<file path="src/rtl/tmo_pkg.sv">
package tmo_pkg;
  localparam int unsigned CMD_LIMIT_W = 8;
  localparam int unsigned DAT_LIMIT_W = 16;
  localparam int unsigned SCALE_LOG2  = 10;
endpackage

</file>
<file path="src/rtl/tmo_prescaler.sv">
module tmo_prescaler #(
  parameter int unsigned WIDTH = 10
) (
  input  logic clk_i,
  input  logic rst_ni,
  input  logic clear_i,
  input  logic tick_i,
  output logic wrap_o
);
  localparam logic [WIDTH-1:0] LAST = {WIDTH{1'b1}};

  logic [WIDTH-1:0] cnt_q;

  assign wrap_o = tick_i && !clear_i && (cnt_q == LAST);

  always_ff @(posedge clk_i or negedge rst_ni) begin
    if (!rst_ni)      cnt_q <= '0;
    else if (clear_i) cnt_q <= '0;
    else if (tick_i)  cnt_q <= cnt_q + 1'b1;
  end


  clear_no_wrap_chk: assert property (@(posedge clk_i) disable iff (!rst_ni)
    clear_i |=> !wrap_o);
endmodule

</file>
<file path="src/rtl/tmo_counter.sv">
module tmo_counter #(
  parameter int unsigned WIDTH = 8
) (
  input  logic             clk_i,
  input  logic             rst_ni,
  input  logic             start_i,
  input  logic             stop_i,
  input  logic             step_i,
  input  logic [WIDTH-1:0] limit_i,
  output logic             expire_o
);
  localparam logic [WIDTH-1:0] ONE = WIDTH'(1);

  logic [WIDTH-1:0] cnt_q;
  logic             armed_q;
  logic             exp_q;
  logic             last_step;

  assign last_step = armed_q && step_i && (cnt_q == ONE);
  assign expire_o  = exp_q;

  always_ff @(posedge clk_i or negedge rst_ni) begin
    if (!rst_ni) begin
      cnt_q   <= '0;
      armed_q <= 1'b0;
      exp_q   <= 1'b0;
    end else begin
      exp_q <= 1'b0;
      if (start_i) begin
        cnt_q   <= limit_i;
        armed_q <= (limit_i != '0);
      end else if (last_step) begin
        armed_q <= 1'b0;
        cnt_q   <= '0;
        exp_q   <= !stop_i;
      end else if (stop_i) begin
        armed_q <= 1'b0;
      end else if (armed_q && step_i) begin
        cnt_q <= cnt_q - 1'b1;
      end
    end
  end


  single_pulse_chk: assert property (@(posedge clk_i) disable iff (!rst_ni)
    exp_q |=> !exp_q);

  stop_silences_chk: assert property (@(posedge clk_i) disable iff (!rst_ni)
    (stop_i && !start_i) |=> !exp_q);

  zero_limit_off_chk: assert property (@(posedge clk_i) disable iff (!rst_ni)
    (start_i && limit_i == '0) |=> !armed_q);

  fire_needs_arm_chk: assert property (@(posedge clk_i) disable iff (!rst_ni)
    $rose(exp_q) |-> $past(armed_q));

  hold_without_step_chk: assert property (@(posedge clk_i) disable iff (!rst_ni)
    (armed_q && !step_i && !start_i && !stop_i) |=> $stable(cnt_q));
endmodule

</file>
<file path="src/rtl/tmo_unit.sv">
module tmo_unit
  import tmo_pkg::*;
#(
  parameter int unsigned CMD_W    = CMD_LIMIT_W,
  parameter int unsigned DAT_W    = DAT_LIMIT_W,
  parameter int unsigned PRE_W    = SCALE_LOG2,
  parameter bit          SCALE_EN = 1'b1
) (
  input  logic             clk_i,
  input  logic             rst_ni,
  input  logic             tick_i,
  input  logic             cmd_start_i,
  input  logic             cmd_stop_i,
  input  logic [CMD_W-1:0] cmd_limit_i,
  input  logic             dat_start_i,
  input  logic             dat_stop_i,
  input  logic [DAT_W-1:0] dat_limit_i,
  input  logic             dat_scale_i,
  output logic             cmd_tmo_o,
  output logic             dat_tmo_o
);
  logic dat_step;

  tmo_counter #(.WIDTH(CMD_W)) i_cmd_cnt (
    .clk_i    (clk_i),
    .rst_ni   (rst_ni),
    .start_i  (cmd_start_i),
    .stop_i   (cmd_stop_i),
    .step_i   (tick_i),
    .limit_i  (cmd_limit_i),
    .expire_o (cmd_tmo_o)
  );

  generate
    if (SCALE_EN) begin : g_scale
      logic scale_q;
      logic pre_wrap;

      always_ff @(posedge clk_i or negedge rst_ni) begin
        if (!rst_ni)          scale_q <= 1'b0;
        else if (dat_start_i) scale_q <= dat_scale_i;
      end

      tmo_prescaler #(.WIDTH(PRE_W)) i_pre (
        .clk_i   (clk_i),
        .rst_ni  (rst_ni),
        .clear_i (dat_start_i),
        .tick_i  (tick_i),
        .wrap_o  (pre_wrap)
      );

      assign dat_step = scale_q ? pre_wrap : tick_i;
    end else begin : g_plain
      logic unused_scale;
      assign unused_scale = dat_scale_i;
      assign dat_step     = tick_i;
    end
  endgenerate

  tmo_counter #(.WIDTH(DAT_W)) i_dat_cnt (
    .clk_i    (clk_i),
    .rst_ni   (rst_ni),
    .start_i  (dat_start_i),
    .stop_i   (dat_stop_i),
    .step_i   (dat_step),
    .limit_i  (dat_limit_i),
    .expire_o (dat_tmo_o)
  );


  reset_quiet_chk: assert property (@(posedge clk_i) disable iff (!rst_ni)
    $rose(rst_ni) |-> (!cmd_tmo_o && !dat_tmo_o));

  tick_gates_step_chk: assert property (@(posedge clk_i) disable iff (!rst_ni)
    dat_step |-> tick_i);
endmodule

</file>
<file path="config.mk">
export PLATFORM = sky130hd
export DESIGN_NAME = tmo_unit
export DESIGN_NICKNAME = d
export VERILOG_FILES = /design/src/rtl/tmo_pkg.sv /design/src/rtl/tmo_prescaler.sv /design/src/rtl/tmo_counter.sv /design/src/rtl/tmo_unit.sv
export SDC_FILE = /design/constraint.sdc
export NUM_CORES = 1
export LEC_CHECK = 0
export BUFFER_PORTS_ARGS = -buffer_cell sky130_fd_sc_hd__buf_4
export CORE_ASPECT_RATIO = 1.2
export CORE_MARGIN = 2
export CORE_UTILIZATION = 57
export DETAILED_ROUTE_END_ITERATION = 8
export PLACE_DENSITY = 0.81
export SYNTH_ARGS = -nofsm -noshare
export SYNTH_HDL_FRONTEND = slang
export SYNTH_SLANG_ARGS = --single-unit
export TNS_END_PERCENT = 1
</file>
<file path="constraint.sdc">
create_clock -name clk_i -period 2.8 [get_ports clk_i]
set_input_delay 0.42 -clock clk_i [delete_from_list [all_inputs] [get_ports clk_i]]
set_output_delay 0.42 -clock clk_i [all_outputs]
set_load 0.005 [all_outputs]
</file>
==> out/results.txt, run 1 <==
The logs give 2043 for the number of global-route vias before repair and 2144 for the total via count in the routed design. The clock period minus worst slack works out to 2330 ps. In this run the tightest slew margin relative to its limit is 60.4%. In the final layout, the share of cells above drive strength 1 is 19.7%.

Global routing finished with a remaining overflow of 0. Die extent in x: 63.2 um. The tools report the required time of the critical path as 2970 ps.

The number of flops mapped to enable cells by yosys came out at 0. The count of endpoints failing setup in the final report was 0. For this run, global-route usage on met3 was measured as 5.38%. Buffers inserted during clock tree synthesis total 5. Number of antenna violations at the first check in global routing: 0. The largest clock skew in the final design was 10.6 ps. In this run the most used layer during global routing was met2. After synthesis, the largest area contributor takes up 40.8% of total cell area. Total power divided by cell area: 472 nW/um^2. The commonest cells after synthesis are sky130_fd_sc_hd__dfrtp_1 (39), sky130_fd_sc_hd__nand2_1 (32), sky130_fd_sc_hd__nor2_1 (24), sky130_fd_sc_hd__a21oi_1 (16), sky130_fd_sc_hd__o21ai_0 (12). For the worst-skew pair, the clock arrives at the later sink with an insertion delay of 290 ps. The post-route worst setup slack is 473 ps, and the average wire per standard cell is 15.7 um. For the die area, the log shows 4740 um^2. Actual transition at the worst max-transition pin: 585 ps.

For this run, the leading register cell type out of synthesis is sky130_fd_sc_hd__dfrtp_1. Boundary pin count: 34. The arrival time of the worst setup path is 2500 ps, and the count of final max-slew check failures is 0. The tools report the max-capacitance violation count as 0.

The die is 75.0 um tall. The tools report the library cell used as clock root buffer as sky130_fd_sc_hd__clkbuf_8. After floorplanning, the core was divided into 25 placement rows.

Summing every instance area after synthesis gives 2390 um^2. The flow ran to the end, and the final reports show no timing, DRC or antenna violations. The peak supply drop was 0.316 mV; the routability congestion estimate was 0.917. The area used by multi-input combinational logic was 1350 um^2; the count of filler cells inserted in the layout was 314. The number of buffers added to fix hold violations after cts is 0. The run gives 0 as the number of cells upsized or downsized after cts. The tightest min-delay check is of the input pin to async pin type. The number of port buffers was 33.

For this run, design rule violations remaining after detail routing come to 0. Portion of the post-synthesis area used by sequential elements: 40.8%. After synthesis, the cell types taking the most area are sky130_fd_sc_hd__dfrtp_1 (41%), sky130_fd_sc_hd__nand2_1 (5.0%), sky130_fd_sc_hd__nor2_1 (3.8%), sky130_fd_sc_hd__a21oi_1 (3.3%), sky130_fd_sc_hd__nor4_4 (2.7%). The number of nets handed over by synthesis was 294. For the global router's overall resource usage, the log shows 24.8%. Along the worst path, the maximum fanout reaches 8.

After synthesis the netlist holds a flip-flop and latch count of 39. Yosys mapped the design onto 56 distinct sky130hd cell types. The share of flip-flops with an asynchronous set or reset works out to 100%. The run gives 507 ps as the pre-CTS setup slack. No sink is reached through more buffers than the 2 on the longest clock path. During synthesis, Yosys emitted a total of 0 warnings. For this design the static power due to leakage is 1.20 nW.

Setup repair after global routing left no endpoint under its margin. For this run, global-route usage on met1 was measured as 30.9%. Once the floorplan was initialized, standard cells occupied 60.3% of the core. The maximum clock rate was 0.430 GHz. TritonCTS built the clock tree.

The initial detailed-routing violation count is 157, and the first-pass GRT wire length is 9290 um. 0 antenna diodes ended up in the layout. The pre-antenna-repair detailed-routing pass consisted of 5 iterations. Hold is met by 79.4 ps. The library cell with the highest instance count after synthesis was sky130_fd_sc_hd__dfrtp_1. The type of destination of the critical path is a flip-flop.

After legalization and detailed placement, the total HPWL measured 3960 um. The largest total area in the synthesized netlist belongs to sky130_fd_sc_hd__dfrtp_1. Clock slew at the register clock pins of the worst setup and hold paths: 80 ps.

Global routing usage on met2: 42.9%. Buffers added to address setup during post-CTS repair amount to 0. For the final routed wirelength across all metal layers, the log shows 5410 um. After detailed routing, the number of vias per cell comes to 6.23. The logs give 0 for the number of routed nets with antenna violations and 1.30 mW for the post-layout total power. The number of nets at the end of the flow was 326. The total negative slack was 0 ps; the sequential standard cell area was 976 um^2. The layout overhead on the synthesized area came out at 15.1%. After floorplanning, the core was sized to cover 3970 um^2.

Of the available clock period, the critical path in the final layout requires 83.1%. The worst setup path is launched from a flip-flop. Critical path class: flip-flop to flip-flop. The synthesized instance count was 257; the post-synthesis area per instance was 9.31 um^2. The logs give 40 for the largest net degree at the start of global routing and 39 for the TritonCTS sink count. The tools report the final number of hold-violating endpoints as 0.

The H-tree generated during clock tree synthesis spans 2 levels.
## sequential cells by signal, summed over array words and instances (netlist names)
register             flops
g_scale.i_pre.cnt_q     10
g_scale.scale_q          1
i_cmd_cnt.armed_q        1
i_cmd_cnt.cnt_q          8
i_cmd_cnt.expire_o       1
i_dat_cnt.armed_q        1
i_dat_cnt.cnt_q         16
i_dat_cnt.expire_o       1
## where the power goes
group	internal, mW	switching, mW	leakage [nW]	total (mW)
Clock	0.174	0.204	0.0412	0.378
Sequential	0.609	0.0640	0.495	0.673
Combinational	0.114	0.136	0.659	0.250
## final timing paths
check                           cells past startpoint  slack (ps)                            endpoint                          startpoint
max in group asynchronous                           1        2350      i_cmd_cnt.cnt_q[7]$_DFFE_PN0P_                              rst_ni
worst max-delay path                                7         470      i_dat_cnt.cnt_q[8]$_DFFE_PN0P_      i_dat_cnt.cnt_q[1]$_DFFE_PN0P_
worst max register to register                      7         470      i_dat_cnt.cnt_q[8]$_DFFE_PN0P_      i_dat_cnt.cnt_q[1]$_DFFE_PN0P_
worst min-delay path                                1          80      i_dat_cnt.cnt_q[7]$_DFFE_PN0P_                              rst_ni
worst min register to register                      2         560  g_scale.i_pre.cnt_q[8]$_DFFE_PN0P_  g_scale.i_pre.cnt_q[8]$_DFFE_PN0P_
min in group clk_i                                  3         340     i_dat_cnt.cnt_q[11]$_DFFE_PN0P_                     dat_limit_i[11]
## layout by cell type (no fill, tap or decap), types with 6 or more instances in the layout
master,Yosys,layout
sky130_fd_sc_hd__o21ai_0,12,12
sky130_fd_sc_hd__xor2_1,7,7
sky130_fd_sc_hd__buf_4,0,33
sky130_fd_sc_hd__nand2_1,32,32
sky130_fd_sc_hd__nor3_1,7,7
sky130_fd_sc_hd__inv_1,9,9
sky130_fd_sc_hd__a21oi_1,16,16
sky130_fd_sc_hd__nand3_1,10,10
sky130_fd_sc_hd__a221o_1,6,6
sky130_fd_sc_hd__dfrtp_1,39,39
sky130_fd_sc_hd__nor2_1,24,24
sky130_fd_sc_hd__nor4_1,10,10
## per-layer routing
metal  routed length, um  part of all wire, %  vias up
met5                   0                    0        -
met4                 145                  2.7        0
met3                 257                  4.7       14
met2                2700                   50       65
met1                2310                   43     1040
li1                    -                    -     1025
## worst max-delay path: stages, from the launching register on
cell	delay, ps
sky130_fd_sc_hd__dfrtp_1	410
sky130_fd_sc_hd__inv_1	90
sky130_fd_sc_hd__ha_1	160
sky130_fd_sc_hd__nor4b_1	500
sky130_fd_sc_hd__nand4_4	260
sky130_fd_sc_hd__o2bb2ai_4	230
sky130_fd_sc_hd__and2_4	210
sky130_fd_sc_hd__a221o_1	340
## cell type report
class,instances,share of cell area (%)
well taps,54,2.45
clock buffers,6,2.63
clock inverters,2,0.454
repair buffers,33,8.99
flip-flops and latches,39,35.4
multi-input cells,201,48.8
inverters,9,1.23
## per-stage QoR
stage	util, %	std cells	area [um^2]
finish	69.4	344	2760
global route	69.4	344	2760
CTS	69.4	344	2760
detailed placement	67.2	336	2670
global placement	67.2	336	2670
floorplan	-	257	2390
## cell families (layout without fill, tap and decap cells)
family                   Yosys count  in the layout  synth area share (%)
multiplexers                       4              4                  1.73
XOR/XNOR                          11             11                  4.02
flip-flops                        39             39                  40.8
adder cells (fa/ha/maj)            5              5                  2.61
AO/OA/AOI/OAI                     63             63                  20.1
buffers and inverters             17             50                  3.03
AND/OR/NAND/NOR                  118            118                  27.8
Note: power is estimated with default switching activity, not from simulation.
==> inputs of run 2 (changes only) <==
--- a/config.mk
+++ b/config.mk
@@ -8,9 +8,9 @@
 export BUFFER_PORTS_ARGS = -buffer_cell sky130_fd_sc_hd__buf_4
 export CORE_ASPECT_RATIO = 1.2
 export CORE_MARGIN = 2
-export CORE_UTILIZATION = 57
+export CORE_UTILIZATION = 52
 export DETAILED_ROUTE_END_ITERATION = 8
-export PLACE_DENSITY = 0.81
+export PLACE_DENSITY = 0.78
 export SYNTH_ARGS = -nofsm -noshare
 export SYNTH_HDL_FRONTEND = slang
 export SYNTH_SLANG_ARGS = --single-unit
==> constraint.sdc (replaced) <==
create_clock -name clk_i -period 1.9 [get_ports clk_i]
set_input_delay 0.285 -clock clk_i [delete_from_list [all_inputs] [get_ports clk_i]]
set_output_delay 0.285 -clock clk_i [all_outputs]
set_load 0.005 [all_outputs]
==> run 2 against run 1 <==
  * The flow now finishes with violations (negative setup slack)
  * Die area grew 9.0%
  * Clock power grew 89%
  * Hold slack gained 130 ps
  * Non-clock buffer count grew 39
  * Clock skew shrank 1.2 ps
  * Final cell count grew 13%
  * First-iteration DRC count shrank 1.9%
  * Sequential share of layout area shrank 4.8 points
  * Critical path type unchanged
  * Largest power group unchanged
==> out/results.txt, run 2 (synthesis gave the netlist of run 1 again) <==
Largest clock skew in the final design: 9.45 ps. The layout overhead on the synthesized area was 33.4%. The count of cells along the worst hold path is 3. The final layout contains 365 nets. Once layout is done, the placed cells without fillers occupy 3190 um^2. The register with the most flip-flops in the layout has 16 of them. At the pin with the least slew margin, the transition time is 512 ps. The number of antenna violations at the first check in global routing is 0.

The total via count in the routed design was 2310. The initial standard-cell utilization of the core is 53.3%, and the maximum count of clock buffers along a single path is 2. The worst-case headroom to the max-slew limit is 65.9%.

The path class of the lowest-slack min-delay path is input pin to flip-flop. Startpoint type of the worst setup path: a flip-flop. The final layout contains routed wiring with a total length of 6420 um. Worst-case hold slack: 207 ps. The run gives 23.3% as the proportion of power drawn by combinational gates. The number of routed nets with antenna violations came out at 0. The clock tree synthesis step divided the H-tree into 2 levels. The most common cell after layout, fill and taps aside is sky130_fd_sc_hd__buf_4. The net switching share of the total power came out at 28.7%.

At the later pin of the worst-skew pair, clock insertion delay measures 290 ps. The ratio of routed vias to standard cells was 5.97; the arrival time of the worst setup path was 2160 ps. For this design the static power due to leakage is 1.44 nW. The run finished, with violations left. The setup check on the worst reg-to-reg path leaves a slack of -80 ps. Global routing used 48.3% of the available met2 tracks.

The largest register by flop count is i_dat_cnt.cnt_q. Input and output buffers added on the ports amount to 33. The type of destination of the critical path is a flip-flop. The first detailed-routing pass took 7 iterations. After layout, the worst path uses 104% of the clock period. In this run, the number of DRC markers left after iteration 0 of detailed routing was 154.

Layer with the highest usage after global routing: met2. In this run the worst path has a maximum fanout of 6. The design draws 2.20 mW. For the worst flop-to-flop path, the logic depth is 6.

The endpoint of the most critical register-to-register path was i_dat_cnt.cnt_q[0]$_DFFE_PN0P_. The fraction of final layout cells sized beyond drive strength 1 came out at 32.8%. Dividing the detail-routed wire length by the instance count gives 16.6 um. The boundary pin count is 34.

The peak supply drop was 0.613 mV; the die area was 5160 um^2. The largest registers in the layout are i_dat_cnt.cnt_q x16, g_scale.i_pre.cnt_q x10, i_cmd_cnt.cnt_q x8. Setup repair after global routing could not meet its margin everywhere. Global routing consumed, over all layers together, 26.6% of the routing resources. On the critical path the largest part of the delay comes from simple AND/OR/NAND/NOR gates. In this run the clock root is driven by a sky130_fd_sc_hd__clkbuf_8.

The startpoint identified for the worst hold timing path is dat_limit_i[15]. The startpoint identified for the worst register-to-register timing path is i_dat_cnt.cnt_q[2]$_DFFE_PN0P_. The total power divided by cell area was 690 nW/um^2.

The count of final max-slew check failures is 0, and the clock slew at the register clock pins of the worst setup and hold paths is 80 ps. From left edge to right edge, the die measures 65.9 um. For hold timing, the worst endpoint is i_dat_cnt.cnt_q[15]$_DFFE_PN0P_. TritonCTS built the clock tree. Per report_power, the clock group accounts for 32.5% of the total.

For this run, the slowest stage of the critical path takes 420 ps. The final reports fail on negative setup slack. For the HPWL after detailed placement, the log shows 4710 um.

The run gives 2920 um^2 as the placed standard-cell area. For met1 alone, demand over resource in global routing was 30.4%. Maximum clock rate: 0.505 GHz. Walking the worst path, the cells encountered are nor4_4, buf_4, nand4_4, o2bb2ai_4, and2_4, a221o_1.

By startpoint and endpoint, the worst setup path is classified as flip-flop to flip-flop. For the required time of the critical path, the log shows 2080 ps. The tools report the detailed-route DRC error count as 0.

Setup violations remaining at the end of the flow were counted as 8. The post-route worst setup slack was -80.2 ps. The run gives 2381 as the number of global-route vias before repair. The critical path's slowest cell is sky130_fd_sc_hd__dfrtp_1. The tools report the TritonCTS sink count as 39.

Number of buffer and inverter stages on the critical path: 1. TritonCTS created 5 clock buffers. The worst path needs 1980 ps of the cycle, external delays included. The max-capacitance violation count is 0. The core region is 4490 um^2. The number of antenna diodes in the final layout is 0. The floorplan has 27 rows. Summed over all layers, the global routing overflow is 0. The met3 track demand over resource in global routing was 3.58%.

The final number of hold-violating endpoints was 0; the chip height was 78.3 um. Routability-driven placement finished with a final weighted congestion of 0.979. The internal power of the cells totals 1.57 mW. The top cell types in the final layout, fill and taps aside, are sky130_fd_sc_hd__buf_4 (70), sky130_fd_sc_hd__dfrtp_1 (39), sky130_fd_sc_hd__nand2_1 (32), sky130_fd_sc_hd__nor2_1 (22), sky130_fd_sc_hd__a21oi_1 (16). The logs give 40 for the largest net degree at the start of global routing and 0.633 mW for the net load switching power. The share of power burned in registers is 44.2%.

The first global-routing pass estimated 10600 um of wire.
run 2: cell count changes in the layout (fill, tap and decap cells not counted), moves of 2 or more:
| cell | previous run | this run |
|---|---|---|
| sky130_fd_sc_hd__nor2_2 | 0 | 2 |
| sky130_fd_sc_hd__nor2_1 | 24 | 22 |
| sky130_fd_sc_hd__nor4_1 | 10 | 8 |
| sky130_fd_sc_hd__o21ai_1 | 1 | 3 |
| sky130_fd_sc_hd__nand3_1 | 10 | 8 |
| sky130_fd_sc_hd__buf_4 | 33 | 70 |
| sky130_fd_sc_hd__o21ai_0 | 12 | 10 |
run 2: timing repair:
item,in CTS,in global routing
hold buffers,1,0
pin swaps,0,12
hold endpoints to repair,39,0
resized for setup,1,19
endpoints found under the setup margin,8,14
setup buffers,0,6
run 2: power groups by stage:
stage | clock network, mW | logic, mW | registers (mW)
finish | 0.715 | 0.514 | 0.973
global route | 0.761 | 0.566 | 0.980
CTS | 0.731 | 0.485 | 0.970
detailed placement | 0 | 0.480 | 0.982
global placement | 0 | 0.463 | 0.981
floorplan | 0 | 0.250 | 0.982
run 2: worst max path at each step:
stage                                        from                              to  slack, ps  cells after the start
2_1_floorplan      i_dat_cnt.cnt_q[3]$_DFFE_PN0P_  i_dat_cnt.cnt_q[8]$_DFFE_PN0P_        -90                      6
3_3_place_gp       i_dat_cnt.cnt_q[1]$_DFFE_PN0P_  i_dat_cnt.cnt_q[8]$_DFFE_PN0P_         20                      7
3_5_place_dp       i_dat_cnt.cnt_q[1]$_DFFE_PN0P_  i_dat_cnt.cnt_q[8]$_DFFE_PN0P_        -40                      7
4_1_cts        g_scale.i_pre.cnt_q[1]$_DFFE_PN0P_  i_dat_cnt.cnt_q[7]$_DFFE_PN0P_         20                      7
5_1_grt            i_dat_cnt.cnt_q[2]$_DFFE_PN0P_  i_dat_cnt.cnt_q[0]$_DFFE_PN0P_       -110                      6
6_report           i_dat_cnt.cnt_q[2]$_DFFE_PN0P_  i_dat_cnt.cnt_q[0]$_DFFE_PN0P_        -80                      6
run 2: final cells by class:
class / instances / area [um^2]
Clock inverter: 2 / 35.0
Multi-Input combinational cell: 201 / 1450
Fill cell: 350 / 1300
Sequential cell: 39 / 976
Tap cell: 58 / 72.6
Clock buffer: 6 / 82.6
Inverter: 9 / 33.8
Timing Repair Buffer: 72 / 547
run 2: stage by stage:
step / worst slack (ps) / instances / TNS (ps) / util, %
2_1_floorplan: -91.4 / 257 / -453 / -
3_3_place_gp: 18.0 / 372 / 0 / 65.0
3_5_place_dp: -38.3 / 372 / -143 / 65.0
4_1_cts: 16.8 / 381 / 0 / 68.1
5_1_grt: -111 / 387 / -818 / 71.0
6_report: -80.2 / 387 / -455 / 71.0
run 2: tightest hold or removal path, delay by kind of cell:
family | cells | cell delay, ps
buf+inv | 1 | 90
simple gates | 2 | 90
run 2: per-layer routing:
layer	routed length [um]	share of wire [%]	vias to the layer above
li1	-	-	1104
met1	2550	40	1101
met2	3420	53	86
met3	299	4.7	19
met4	149	2.3	0
met5	0	0	-
==> inputs of run 3 (changes only) <==
--- a/config.mk
+++ b/config.mk
@@ -10,7 +10,7 @@
 export CORE_MARGIN = 2
 export CORE_UTILIZATION = 52
 export DETAILED_ROUTE_END_ITERATION = 8
-export PLACE_DENSITY = 0.78
+export PLACE_DENSITY = 0.73
 export SYNTH_ARGS = -nofsm -noshare
 export SYNTH_HDL_FRONTEND = slang
 export SYNTH_SLANG_ARGS = --single-unit
==> run 3 against run 2 <==
  * The flow now finishes without violations
  * Final cell count down 0.26%
  * Setup slack better by 110 ps
  * First-iteration DRC count up 17%
  * Count of clock-buffer cells in the layout unchanged
  * Largest cell class unchanged
  * Largest power group unchanged
  * Highest routed layer unchanged
==> out/results.txt, run 3 (synthesis gave the netlist of run 1 again) <==
STA puts the critical path data required time at 2080 ps. For the total core area, the log shows 4490 um^2. The clock slew at the register clock pins of the worst setup and hold paths came out at 70 ps. For this design the static power due to leakage is 1.42 nW.

The layout overhead on the synthesized area was 30.6%; the HPWL after detailed placement was 4680 um. For this run, global-route usage on met2 was measured as 45.4%. For the number of buffers added by the clock tree synthesis step, the log shows 5. TritonCTS built the clock tree. Counting cells, the worst reg-to-reg path comes to 6. The tools report the initial standard-cell utilization of the core as 53.3%. The run gives 0 as the count of final max-slew check failures. The run gives 34 as the boundary pin count. In this run, the combinational gates consume 25.2% of the power.

Die area: 5160 um^2. The first routing iteration left 180 violations. The global-route met1 utilization is 31.9%, and the final routed wirelength across all metal layers is 6250 um. Library cell used as clock root buffer: sky130_fd_sc_hd__clkbuf_8. The cell family contributing the most delay on the critical path is simple AND/OR/NAND/NOR gates.

In this run the vertical extent of the chip is 78.3 um. The number of global-route vias before repair came out at 2270. The number of inserted diodes is 0, and the highest cell delay on the worst timing path is 420 ps.

STA classifies the critical path endpoint as a flip-flop. The number of antenna violations at the first check in global routing was 0. The run gives 0 as the number of routed nets with antenna violations. Insertion delay of the later-clocked pin in the worst-skew pair: 290 ps.

In this run the number of H-tree levels came out at 2. In the routed design, unresolved DRC markers number 0. The tools report the worst-case headroom to the max-slew limit as 66.5%.

In the global route stage, overall resource usage came out at 26.4%. The die extent in x was 65.9 um; the met3 track demand over resource in global routing was 5.01%. After floorplanning, the core was divided into 27 placement rows. Cells with a size suffix above 1 make up 30.8% of the layout.

The setup path with the least slack is of type flip-flop to flip-flop. Setup repair after global routing could not meet its margin everywhere. The tools report the routability congestion estimate as 0.924. More flip-flops sit in one register than any other, and that register is i_dat_cnt.cnt_q. Using the TritonRoute via totals, the vias-per-cell ratio works out to 5.81.

The largest registers in the layout are i_dat_cnt.cnt_q x16, g_scale.i_pre.cnt_q x10, i_cmd_cnt.cnt_q x8. Net switching is 30.6% of the power. The finished cells cover 3130 um^2. After detailed routing, the average wire length per cell comes to 16.2 um. The critical-path maximum fanout was 6; the share of total power in the clock network was 26.3%. The final worst-path cycle share came out at 98.3%. Traced cell by cell, the critical path runs through nor4_4, buf_4, nand4_4, o2bb2ai_4, and2_4, a221o_1. Setup violations remaining at the end of the flow were counted as 0. The share of power burned in registers is 48.5%. The tools report the startpoint type of the worst setup path as a flip-flop.

The path class of the lowest-slack min-delay path was input pin to flip-flop. The layer with the highest usage after global routing was met2. The layout has 374 filler cells. Critical path's slowest cell: sky130_fd_sc_hd__dfrtp_1. The most common cell after layout, fill and taps aside is sky130_fd_sc_hd__buf_4.

The top cell types in the final layout, fill and taps aside, are sky130_fd_sc_hd__buf_4 (71), sky130_fd_sc_hd__dfrtp_1 (39), sky130_fd_sc_hd__nand2_1 (32), sky130_fd_sc_hd__nor2_1 (24), sky130_fd_sc_hd__a21oi_1 (16). The flow ran to the end, and the final reports show no timing, DRC or antenna violations. Data on the critical path arrives at its endpoint at 2050 ps. Along the worst hold path, the cell count comes to 3. The logs give 366 for the number of nets at the end of the flow and 1.39 mW for the internal power summed over all cells. The number of buffer and inverter stages on the critical path works out to 1. For the largest net degree at the start of global routing, the log shows 40.

The smallest clock period supported by the final layout is computed as 1870 ps. The actual transition at the worst max-transition pin works out to 503 ps. For this run, the top clock speed supported by timing is 0.535 GHz. In this run the number of cells on the critical path is 6. For the maximum count of clock buffers along a single path, the log shows 2.

Summed over all layers, the global routing overflow is 0. The max-capacitance violation count was 0. The analysis attributes to net switching a power of 0.615 mW.

The first-pass iteration count of the detailed router is 4. The first global-routing pass estimated 10500 um of wire. The number of flip-flops under the largest register name works out to 16. Port buffering added 33 buffers. Cells fill 69.6% of the core in the end. The placed standard-cell area came out at 2940 um^2.

The tools report the peak supply drop as 0.397 mV. For the final number of hold-violating endpoints, the log shows 0. The total via count in the routed design is 2244.

Dividing total power by cell area gives a power density of 641 nW/um^2. The largest clock skew in the final design is 5.81 ps. The clock net in this run drives a total of 39 sinks.
-- run 3: changes by cell type in the layout (fill, tap and decap cells not counted), moves of 2 or more --
cell	change
sky130_fd_sc_hd__nor2_1	+2
sky130_fd_sc_hd__nor2_2	-2
sky130_fd_sc_hd__o21ai_0	+2
sky130_fd_sc_hd__o21ai_1	-2
sky130_fd_sc_hd__o311ai_1	+2
-- run 3: metrics by stage --
stage               worst slack [ps]  hold WS [ps]  power, mW  cells  setup TNS, ps
detailed placement             -41.8           295       1.46    374          -50.6
floorplan                      -91.4         -10.6       1.23    257           -453
global route                   -43.6           229       2.11    386           -195
finish                          32.0           212       2.01    386              0
CTS                            -4.70           210       1.99    382          -4.70
global placement                18.6           292       1.45    374              0
-- run 3: timing repair --
item / 4_1_cts / 5_1_grt
cloned: 0 / 0
hold endpoints to repair: 39 / 0
buffers inserted: 1 / 4
hold buffers: 1 / 0
gates resized for setup: 4 / 9
endpoints found under the setup margin: 2 / 14
pin swaps: 3 / 10
-- run 3: per-layer routing --
layer | up-vias | wire, um
met5 | - | 0
met1 | 1056 | 2620
met4 | 0 | 164
met3 | 17 | 227
li1 | 1100 | -
met2 | 71 | 3240
-- run 3: worst reg2reg max path, stage by stage, from the launching register on --
cell and delay, ps:
sky130_fd_sc_hd__dfrtp_1 420, sky130_fd_sc_hd__nor4_4 360, sky130_fd_sc_hd__buf_4 200, sky130_fd_sc_hd__nand4_4 120, sky130_fd_sc_hd__o2bb2ai_4 180, sky130_fd_sc_hd__and2_4 170, sky130_fd_sc_hd__a221o_1 310
-- run 3: layout make-up --
type	count	area, um^2	share of cell area, %
Tap cell	58	72.6	2.32
Timing Repair Buffer	73	554	17.7
Inverter	9	33.8	1.08
Multi-Input combinational cell	201	1420	45.3
Clock buffer	6	72.6	2.32
Sequential cell	39	976	31.2
-- run 3: path summary, 6_finish.rpt --
| kind | start | to | slack, ps |
|---|---|---|---|
| worst max-delay path | i_dat_cnt.cnt_q[4]$_DFFE_PN0P_ | i_dat_cnt.cnt_q[8]$_DFFE_PN0P_ | 30 |
| worst min-delay path | dat_limit_i[12] | i_dat_cnt.cnt_q[12]$_DFFE_PN0P_ | 210 |
| worst max register to register | i_dat_cnt.cnt_q[4]$_DFFE_PN0P_ | i_dat_cnt.cnt_q[8]$_DFFE_PN0P_ | 30 |
| worst min register to register | i_cmd_cnt.cnt_q[7]$_DFFE_PN0P_ | i_cmd_cnt.cnt_q[7]$_DFFE_PN0P_ | 560 |
| max in group asynchronous | rst_ni | i_dat_cnt.cnt_q[5]$_DFFE_PN0P_ | 1050 |
| min in group asynchronous | rst_ni | i_dat_cnt.cnt_q[9]$_DFFE_PN0P_ | 490 |
-- run 3: power groups by stage --
stage               sequential [mW]  clock [mW]  combinational (mW)
detailed placement            0.986           0               0.478
global placement              0.985           0               0.470
global route                  0.986       0.568               0.560
finish                        0.973       0.528               0.504
CTS                           0.971       0.536               0.483
floorplan                     0.982           0               0.250
